File: config.mk
export PLATFORM = sky130hd
export DESIGN_NAME = spi_regport
export DESIGN_NICKNAME = d
export VERILOG_FILES = /design/src/rtl/spi_regport_pkg.sv /design/src/rtl/spi_regport_sync.sv /design/src/rtl/spi_regport_rx.sv /design/src/rtl/spi_regport_regfile.sv /design/src/rtl/spi_regport.sv
export SDC_FILE = /design/constraint.sdc
export NUM_CORES = 1
export LEC_CHECK = 0
export BUFFER_PORTS_ARGS = -buffer_cell sky130_fd_sc_hd__buf_2
export CAP_MARGIN = 15
export CELL_PAD_IN_SITES_DETAIL_PLACEMENT = 1
export CELL_PAD_IN_SITES_GLOBAL_PLACEMENT = 2
export CORE_ASPECT_RATIO = 1.25
export CORE_MARGIN = 5
export CORE_UTILIZATION = 38
export CTS_CLUSTER_DIAMETER = 40
export DETAILED_ROUTE_END_ITERATION = 8
export PLACE_DENSITY_LB_ADDON = 0.1
export SKIP_CTS_REPAIR_TIMING = 1
export SYNTH_ARGS = -nofsm -noshare
export SYNTH_HDL_FRONTEND = slang
export SYNTH_HIERARCHICAL = 1
export SYNTH_SLANG_ARGS = --single-unit
File: constraint.sdc
create_clock -name clk -period 3.5 [get_ports clk]
set_clock_uncertainty 0.05 [all_clocks]
set_input_delay 0.175 -clock clk [delete_from_list [all_inputs] [get_ports clk]]
set_output_delay 0.175 -clock clk [all_outputs]
set_load 0.05 [all_outputs]
File: src/rtl/spi_regport_pkg.sv
package spi_regport_pkg;
  typedef enum logic [1:0] {
    RX_CHIP = 2'd0,
    RX_PTR  = 2'd1,
    RX_DATA = 2'd2,
    RX_SKIP = 2'd3
  } rx_state_t;
endpackage

File: src/rtl/spi_regport_sync.sv
module spi_regport_sync #(
  parameter int STAGES = 2
) (
  input  logic clk,
  input  logic rst,
  input  logic din,
  output logic level,
  output logic rise,
  output logic fall
);
  logic [STAGES-1:0] chain;
  logic              prev;

  generate
    if (STAGES == 1) begin : g_one
      always_ff @(posedge clk) begin
        if (rst) chain <= '0;
        else     chain <= din;
      end
    end else begin : g_many
      always_ff @(posedge clk) begin
        if (rst) chain <= '0;
        else     chain <= {chain[STAGES-2:0], din};
      end
    end
  endgenerate

  always_ff @(posedge clk) begin
    if (rst) prev <= 1'b0;
    else     prev <= chain[STAGES-1];
  end

  assign level = chain[STAGES-1];
  assign rise  = chain[STAGES-1] & ~prev;
  assign fall  = ~chain[STAGES-1] & prev;
endmodule

File: src/rtl/spi_regport_rx.sv
module spi_regport_rx
  import spi_regport_pkg::*;
#(
  parameter int          DW      = 8,
  parameter int          PTR_W   = 3,
  parameter logic [7:0]  CHIP_ID = 8'h20
) (
  input  logic             clk,
  input  logic             rst,
  input  logic             sclk_rise,
  input  logic             sdat,
  input  logic             cs_active,
  input  logic             cs_fall,
  input  logic             mode_on,
  input  logic             auto_inc,
  output logic             we,
  output logic [PTR_W-1:0] widx,
  output logic [DW-1:0]    wdat,
  output logic             addr_err
);
  localparam int BC_W = (DW > 1) ? $clog2(DW) : 1;
  localparam logic [BC_W-1:0] LAST_BIT = BC_W'(DW - 1);

  rx_state_t        state;
  logic [DW-1:0]    shreg;
  logic [BC_W-1:0]  bitcnt;
  logic [PTR_W-1:0] ptr;
  logic [DW-1:0]    byte_in;

  assign byte_in = {shreg[DW-2:0], sdat};

  always_ff @(posedge clk) begin
    if (rst) begin
      state    <= RX_CHIP;
      shreg    <= '0;
      bitcnt   <= '0;
      ptr      <= '0;
      we       <= 1'b0;
      widx     <= '0;
      wdat     <= '0;
      addr_err <= 1'b0;
    end else begin
      we <= 1'b0;
      if (cs_fall) addr_err <= 1'b0;
      if (!cs_active) begin
        bitcnt <= '0;
        state  <= RX_CHIP;
      end else if (mode_on && sclk_rise) begin
        shreg  <= byte_in;
        bitcnt <= bitcnt + 1'b1;
        if (bitcnt == LAST_BIT) begin
          bitcnt <= '0;
          unique case (state)
            RX_CHIP: begin
              if (byte_in[7:0] == CHIP_ID) begin
                state <= RX_PTR;
              end else begin
                state    <= RX_SKIP;
                addr_err <= 1'b1;
              end
            end
            RX_PTR: begin
              ptr   <= byte_in[PTR_W-1:0];
              state <= RX_DATA;
            end
            RX_DATA: begin
              we   <= 1'b1;
              widx <= ptr;
              wdat <= byte_in;
              if (auto_inc) ptr   <= ptr + 1'b1;
              else          state <= RX_SKIP;
            end
            default: state <= RX_SKIP;
          endcase
        end
      end
    end
  end
endmodule

File: src/rtl/spi_regport_regfile.sv
module spi_regport_regfile #(
  parameter int REG_CNT = 8,
  parameter int DW      = 8,
  parameter int PTR_W   = 3
) (
  input  logic                  clk,
  input  logic                  rst,
  input  logic                  we,
  input  logic [PTR_W-1:0]      widx,
  input  logic [DW-1:0]         wdat,
  output logic [REG_CNT*DW-1:0] flat
);
  logic [DW-1:0] mem [REG_CNT];

  always_ff @(posedge clk) begin
    if (rst) begin
      for (int i = 0; i < REG_CNT; i++) mem[i] <= '0;
    end else if (we) begin
      mem[widx] <= wdat;
    end
  end

  generate
    for (genvar g = 0; g < REG_CNT; g++) begin : g_out
      assign flat[g*DW +: DW] = mem[g];
    end
  endgenerate
endmodule

File: src/rtl/spi_regport.sv
module spi_regport #(
  parameter int         REG_CNT     = 8,
  parameter int         DW          = 8,
  parameter int         SYNC_STAGES = 2,
  parameter int         AINC_BIT    = 7,
  parameter logic [7:0] CHIP_ID     = 8'h20,
  localparam int        PTR_W       = $clog2(REG_CNT)
) (
  input  logic                  clk,
  input  logic                  rst,
  input  logic                  ser_clk,
  input  logic                  ser_dat,
  input  logic                  ser_csn,
  output logic                  mode_latched,
  output logic                  addr_err,
  output logic                  wr_stb,
  output logic [PTR_W-1:0]      wr_idx,
  output logic [DW-1:0]         wr_data,
  output logic [REG_CNT*DW-1:0] reg_flat
);
  logic sclk_lvl, sclk_rise, sclk_fall;
  logic dat_lvl, dat_rise, dat_fall;
  logic csn_lvl, csn_rise, csn_fall;
  logic mode_q;

  spi_regport_sync #(.STAGES(SYNC_STAGES)) u_sync_clk (
    .clk(clk), .rst(rst), .din(ser_clk),
    .level(sclk_lvl), .rise(sclk_rise), .fall(sclk_fall));

  spi_regport_sync #(.STAGES(SYNC_STAGES)) u_sync_dat (
    .clk(clk), .rst(rst), .din(ser_dat),
    .level(dat_lvl), .rise(dat_rise), .fall(dat_fall));

  spi_regport_sync #(.STAGES(SYNC_STAGES)) u_sync_csn (
    .clk(clk), .rst(rst), .din(ser_csn),
    .level(csn_lvl), .rise(csn_rise), .fall(csn_fall));

  always_ff @(posedge clk) begin
    if (rst)           mode_q <= 1'b0;
    else if (csn_fall) mode_q <= 1'b1;
  end

  spi_regport_rx #(.DW(DW), .PTR_W(PTR_W), .CHIP_ID(CHIP_ID)) u_rx (
    .clk(clk), .rst(rst),
    .sclk_rise(sclk_rise), .sdat(dat_lvl),
    .cs_active(~csn_lvl), .cs_fall(csn_fall),
    .mode_on(mode_q), .auto_inc(reg_flat[AINC_BIT]),
    .we(wr_stb), .widx(wr_idx), .wdat(wr_data), .addr_err(addr_err));

  spi_regport_regfile #(.REG_CNT(REG_CNT), .DW(DW), .PTR_W(PTR_W)) u_rf (
    .clk(clk), .rst(rst), .we(wr_stb), .widx(wr_idx), .wdat(wr_data),
    .flat(reg_flat));

  assign mode_latched = mode_q;
endmodule

==> results of run 1 <==
[layer usage]
metal | routed length, um | GRT usage, %
met1 | 3728 | 18.12
met2 | 4911 | 28.09
met3 | 476 | 3.217
met4 | 137 | 6.066
met5 | 0 | 0
[worst reg2reg max path: cells and delay by family, from the launching register on]
kind	cells	cell delay [ns]
compound gates	1	0.67
flops	1	0.70
simple gates	1	0.26
[per-stage QoR]
stage	setup slack, ns	instances	hold WS [ns]
3_5_place_dp	1.442	525	0.3413
3_3_place_gp	1.471	525	0.3377
6_report	1.458	541	-0.001844
2_1_floorplan	1.450	330	0.1966
5_1_grt	1.251	541	0.001703
4_1_cts	1.442	541	-0.008425
[final cells by class]
class / instances / area (um^2) / share of cell area (%)
Multi-Input combinational cell: 208 / 1146 / 24.41
Tap cell: 129 / 161.4 / 3.437
Clock buffer: 11 / 232.7 / 4.956
Inverter: 4 / 15.01 / 0.3197
Clock inverter: 5 / 60.06 / 1.279
Timing Repair Buffer: 83 / 417.9 / 8.900
Sequential cell: 101 / 2663 / 56.70
[report_power, final]
part	leakage, uW	switching [uW]	total (uW)	internal, uW
Sequential	0.000982	8.20	1290	1290
Clock	0.000140	419	976	557
Combinational	0.000762	110	136	25.6
Total	0.00188	537	2410	1870
[state kept, by name (all words and copies together), names as in the netlist]
register          count
u_rx/ptr              3
u_rf/mem             64
u_rx/state            2
u_sync_clk/prev       1
u_rx/addr_err         1
u_rx/wdat             8
u_sync_clk/chain      2
u_rx/shreg            7
mode_latched          1
u_rx/widx             3
u_sync_csn/prev       1
u_sync_dat/chain      2
u_rx/bitcnt           3
u_rx/we               1
u_sync_csn/chain      2
[final timing paths]
kind,end,slack (ns),startpoint,depth (start not counted)
hold / removal,u_sync_dat/chain[0],-0.002,ser_dat,2
setup reg to reg,u_rf/mem[2][7],1.46,u_rx/we,2
hold reg to reg,u_sync_clk/chain[1],0.39,u_sync_clk/chain[0],1
setup / recovery,u_rf/mem[2][7],1.46,u_rx/we,2
==> results by group, run 1 <==
Global route
  – Total Routing Usage GR: 15.64%
  – Largest net degree at the start of global routing: 40
  – Vias in the first global route: 2688
  – Total grt overflow: 0
  – Initial antenna violation count: 0
  – First-pass GRT wire length: 14.43 mm

Critical path
  – Worst Path Buf+Inv: 0
  – Peak fanout along the critical path: 19
  – Slowest CP cell: dfxtp_1
  – Slowest stage delay, CP: 0.70 ns
  – Delay-heaviest family, CP: flip-flops
  – CP Capture Type: register
  – CP Data Required Time: 3.42 ns
  – Crit Path Category: register to register
  – Arrival time worst endpoint: 1.96 ns
  – Worst setup SP type: register
  – Crit path cell chain: nand2b_1 > o21bai_1

STA
  – RSZ-0062 raised after global routing: no
  – Slew Viols, Final: 0
  – Crit path time final: 2.042 ns
  – Max_slew headroom: 46.80%
  – Worst slew pin tran: 0.7950 ns
  – Final Hold Viols: 1
  – Worst hold slack: -0.001844 ns
  – Max Freq: 489.8 MHz
  – Final Setup Violations: 0
  – Fin Setup TNS: 0 ns
  – Period utilisation layout: 58.34%

Yosys
  – Syn nets: 338
  – Post-synthesis cell count: 330
  – Syn Area/Cell: 11.84 um^2
  – Post-Syn Area: 3909 um^2
  – Ys Warns: 6

Placement
  – Post-DP HPWL: 6.801 mm
  – Routability congestion estimate: 0.7022
  – Port bufs: 82
  – Area of placed instances: 4403 um^2

Outcome
  – Status: complete, but fails checks
  – Failing checks: hold timing

CTS
  – Clock Sinks: 101
  – Clock Root Buffer: clkbuf_16
  – CTS tree: done
  – Clock tree buffer depth: 2
  – CTS Buf Count: 9
  – Worst-path clk slew: 0.06 ns
  – Clk_lat worst skew: 0.34 ns
  – H-Tree Depth: 3

Layout
  – Ratio of cells with drive above 1 in the final layout: 25.00%
  – Final Util: 46.47%
  – Number of nets in the layout: 415
  – Commonest non-fill, non-tap cells in the layout: buf_2, nor2_1, edfxtp_1, dfxtp_1, nand2_1
  – Fill count: 1115
  – Synthesis-to-finish area growth: 20.13%
  – Ant. Diodes: 0
  – Final Instance Area: 4696 um^2
  – Most common cell after layout, fill and taps aside: buf_2

Routing
  – Iter 0 DRT Violations: 168
  – Post-Route WL: 9.253 mm
  – Post-route ant nets: 0
  – Vias/cell: 5.002
  – DR vias: 2706
  – Routed len/inst: 17.10 um
  – First drt pass iteration count: 5
  – # DRC: 0

Floorplanning
  – Ports: 83
  – Die W: 100.7 um
  – Core Area: 10110 um^2
  – Initial Util: 38.68%
  – Die H: 123.4 um
  – Row count: 41
  – Total die area: 12430 um^2

Pwr
  – Leak Pwr: 0.001884 uW
  – Peak supply drop: 0.0002711 V
  – Pwr/cell area: 512.2 nW/um^2
  – Total power: 2405 uW

Run
  – Maxcap violations: 0

Worst hold path
  – Worst hold path type: input port to register
(Power assumes the default switching activity.)
==> inputs of run 2 (changes only) <==
- CORE_UTILIZATION: 38 -> 35
- clock period: 3.5 -> 2.1 ns (I/O delays scaled with it)
==> run 2 against run 1 <==
Routed wire length is 1.0% higher; sequential share of layout area is 2.0 points lower; the flow now finishes without violations; clock-buffer cell count is 2 lower; setup slack worse by 1.0 ns; sequential cell count stayed put; non-clock buffer count is 20 higher; clock power is 69% higher; combinational power is 81% higher; critical path depth is 4 higher; final area is 3.6% higher; register-to-register slack worse by 1.0 ns; first-iteration DRC count is 41% lower.
==> results by group, run 2 (synthesized netlist as in run 1, its figures left out) <==
Outcome
  – Status: finished, final reports clean (was complete, but fails checks)

CTS
  – Clk_lat worst skew: 0.34 ns (about the same)
  – H-Tree Depth: 3 (unchanged)
  – CTS Buf Count: 9 (unchanged)
  – Clock Root Buffer: clkbuf_16 (unchanged)
  – Clock tree buffer depth: 2 (unchanged)
  – CTS tree: done (unchanged)
  – Worst-path clk slew: 0.07 ns (was 0.06 ns)
  – Clock Sinks: 101 (unchanged)

Critical path
  – Crit Path Category: register to register (unchanged)
  – Delay-heaviest family, CP: compound AO/OA/AOI/OAI gates (was flip-flops)
  – Slowest CP cell: a2111oi_2 (was dfxtp_1)
  – Peak fanout along the critical path: 4 (was 19)
  – Cell mode on critical path: ha_1
  – CP Data Required Time: 2.28 ns (was 3.42 ns)
  – CP Capture Type: register (unchanged)
  – Arrival time worst endpoint: 1.85 ns (was 1.96 ns)
  – Worst Path Buf+Inv: 0 (unchanged)
  – Worst setup SP type: register (unchanged)
  – Slowest stage delay, CP: 0.36 ns (was 0.70 ns)
  – Crit path cell chain: ha_1 > ha_1 > and4_4 > nand3_1 > o21ai_0 > a2111oi_2 (was nand2b_1 > o21bai_1)

Routing
  – Routed len/inst: 16.49 um (was 17.10 um)
  – Vias/cell: 4.848 (was 5.002)
  – # DRC: 0 (unchanged)
  – First drt pass iteration count: 4 (was 5)
  – Post-route ant nets: 0 (unchanged)
  – DR vias: 2749 (was 2706)
  – Post-Route WL: 9.347 mm (was 9.253 mm)
  – Iter 0 DRT Violations: 99 (was 168)

Global route
  – Largest net degree at the start of global routing: 36 (was 40)
  – Total Routing Usage GR: 14.22% (was 15.64%)
  – First-pass GRT wire length: 14.87 mm (was 14.43 mm)
  – Total grt overflow: 0 (unchanged)
  – Initial antenna violation count: 0 (unchanged)
  – Vias in the first global route: 2727 (was 2688)

Layout
  – Non-filler cells, final: 567 (was 541)
  – Fill count: 1234 (was 1115)
  – Commonest non-fill, non-tap cells in the layout: buf_2, nor2_1, edfxtp_1, dfxtp_1, nand2_1 (unchanged)
  – Max reg flops: 64 (unchanged)
  – Synthesis-to-finish area growth: 24.49% (was 20.13%)
  – Most flop-heavy register: u_rf/mem (unchanged)
  – Ratio of cells with drive above 1 in the final layout: 28.01% (was 25.00%)
  – Ant. Diodes: 0 (unchanged)
  – Final Instance Area: 4866 um^2 (was 4696 um^2)
  – Biggest regs: u_rf/mem: 64 flops, u_rx/wdat: 8 flops, u_rx/shreg: 7 flops (unchanged)
  – Final Util: 44.12% (was 46.47%)
  – Number of nets in the layout: 435 (was 415)
  – Most common cell after layout, fill and taps aside: buf_2 (unchanged)

Floorplanning
  – Ports: 83 (unchanged)
  – Initial Util: 35.44% (was 38.68%)
  – Die H: 128.2 um (was 123.4 um)
  – Total die area: 13390 um^2 (was 12430 um^2)
  – Core Area: 11030 um^2 (was 10110 um^2)
  – Die W: 104.5 um (was 100.7 um)
  – Row count: 43 (was 41)

STA
  – Final setup margin: 0.4251 ns (was 1.458 ns)
  – Period utilisation layout: 79.76% (was 58.34%)
  – Final Setup Violations: 0 (unchanged)
  – Fin Setup TNS: 0 ns (unchanged)
  – Worst slew pin tran: 0.5265 ns (was 0.7950 ns)
  – RSZ-0062 raised after global routing: no (unchanged)
  – Final Hold Viols: 0 (was 1)
  – Max Freq: 597.0 MHz (was 489.8 MHz)
  – Slew Viols, Final: 0 (unchanged)
  – Crit path time final: 1.675 ns (was 2.042 ns)
  – Max_slew headroom: 64.90% (was 46.80%)

Placement
  – Post-DP HPWL: 7.058 mm (was 6.801 mm)
  – Port bufs: 82 (unchanged)
  – Routability congestion estimate: 0.6680 (was 0.7022)
  – Post-placement worst setup slack: 0.4375 ns (was 1.442 ns)
  – Area of placed instances: 4538 um^2 (was 4403 um^2)
  – Placed insts: 548 (was 525)

Pwr
  – Pwr/cell area: 832.2 nW/um^2 (was 512.2 nW/um^2)
  – Peak supply drop: 0.0004335 V (was 0.0002711 V)
  – Leak Pwr: 0.001983 uW (was 0.001884 uW)

Worst hold path
  – Worst hold path type: input port to register (unchanged)

Run
  – Maxcap violations: 0 (unchanged)
## run 2: cell types whose count changed in the layout (fill, tap and decap cells not counted)
cell | before | now
buf_4 | 1 | 18
dlygate4sd3_1 | 0 | 3
clkbuf_1 | 2 | 0
clkinv_1 | 0 | 1
inv_6 | 1 | 2
## run 2: per-stage QoR
stage               hold slack, ns  power [uW]
finish                      0.1852        4049
global route                0.2179        4190
CTS                       -0.08317        4099
detailed placement          0.2731        2446
global placement            0.2720        2442
floorplan                   0.1266        2373
## run 2: worst paths after layout
| check | from | endpoint | slack [ns] | cells after the start |
|---|---|---|---|---|
| setup / recovery | u_rx/bitcnt[0] | u_rx/ptr[0] | 0.43 | 6 |
| hold / removal | rst | u_sync_csn/chain[0] | 0.19 | 2 |
| setup reg to reg | u_rx/bitcnt[0] | u_rx/ptr[0] | 0.43 | 6 |
| hold reg to reg | u_sync_csn/chain[0] | u_sync_csn/chain[1] | 0.40 | 1 |
## run 2: layer usage
metal | track usage, % | part of all wire, % | vias up
li1 | - | - | 1349
met1 | 16.69 | 42 | 1332
met2 | 25.36 | 53 | 57
met3 | 3.577 | 4.5 | 11
met4 | 4.573 | 1.3 | 0
met5 | 0 | 0 | -
## run 2: worst register-to-register path, delay by kind of cell, from the launching register on
| family | cells | cell delay, ns |
|---|---|---|
| flops | 1 | 0.33 |
| compound gates | 2 | 0.46 |
| fa+ha+maj | 2 | 0.43 |
| simple gates | 2 | 0.30 |
## run 2: layout make-up
| cell class | count | area [um^2] | share of cell area [%] |
|---|---|---|---|
| Clock buffer | 9 | 225.2 | 4.628 |
| Clock inverter | 7 | 72.57 | 1.491 |
| Inverter | 4 | 15.01 | 0.3086 |
| Multi-Input combinational cell | 208 | 1146 | 23.55 |
| Sequential cell | 101 | 2663 | 54.72 |
| Tap cell | 135 | 168.9 | 3.471 |
| Timing Repair Buffer | 103 | 575.6 | 11.83 |
## run 2: report_power, final
group | internal (uW) | switching (uW)
clock | 928 | 720
sequential | 2140 | 13.9
combinational | 58.0 | 188
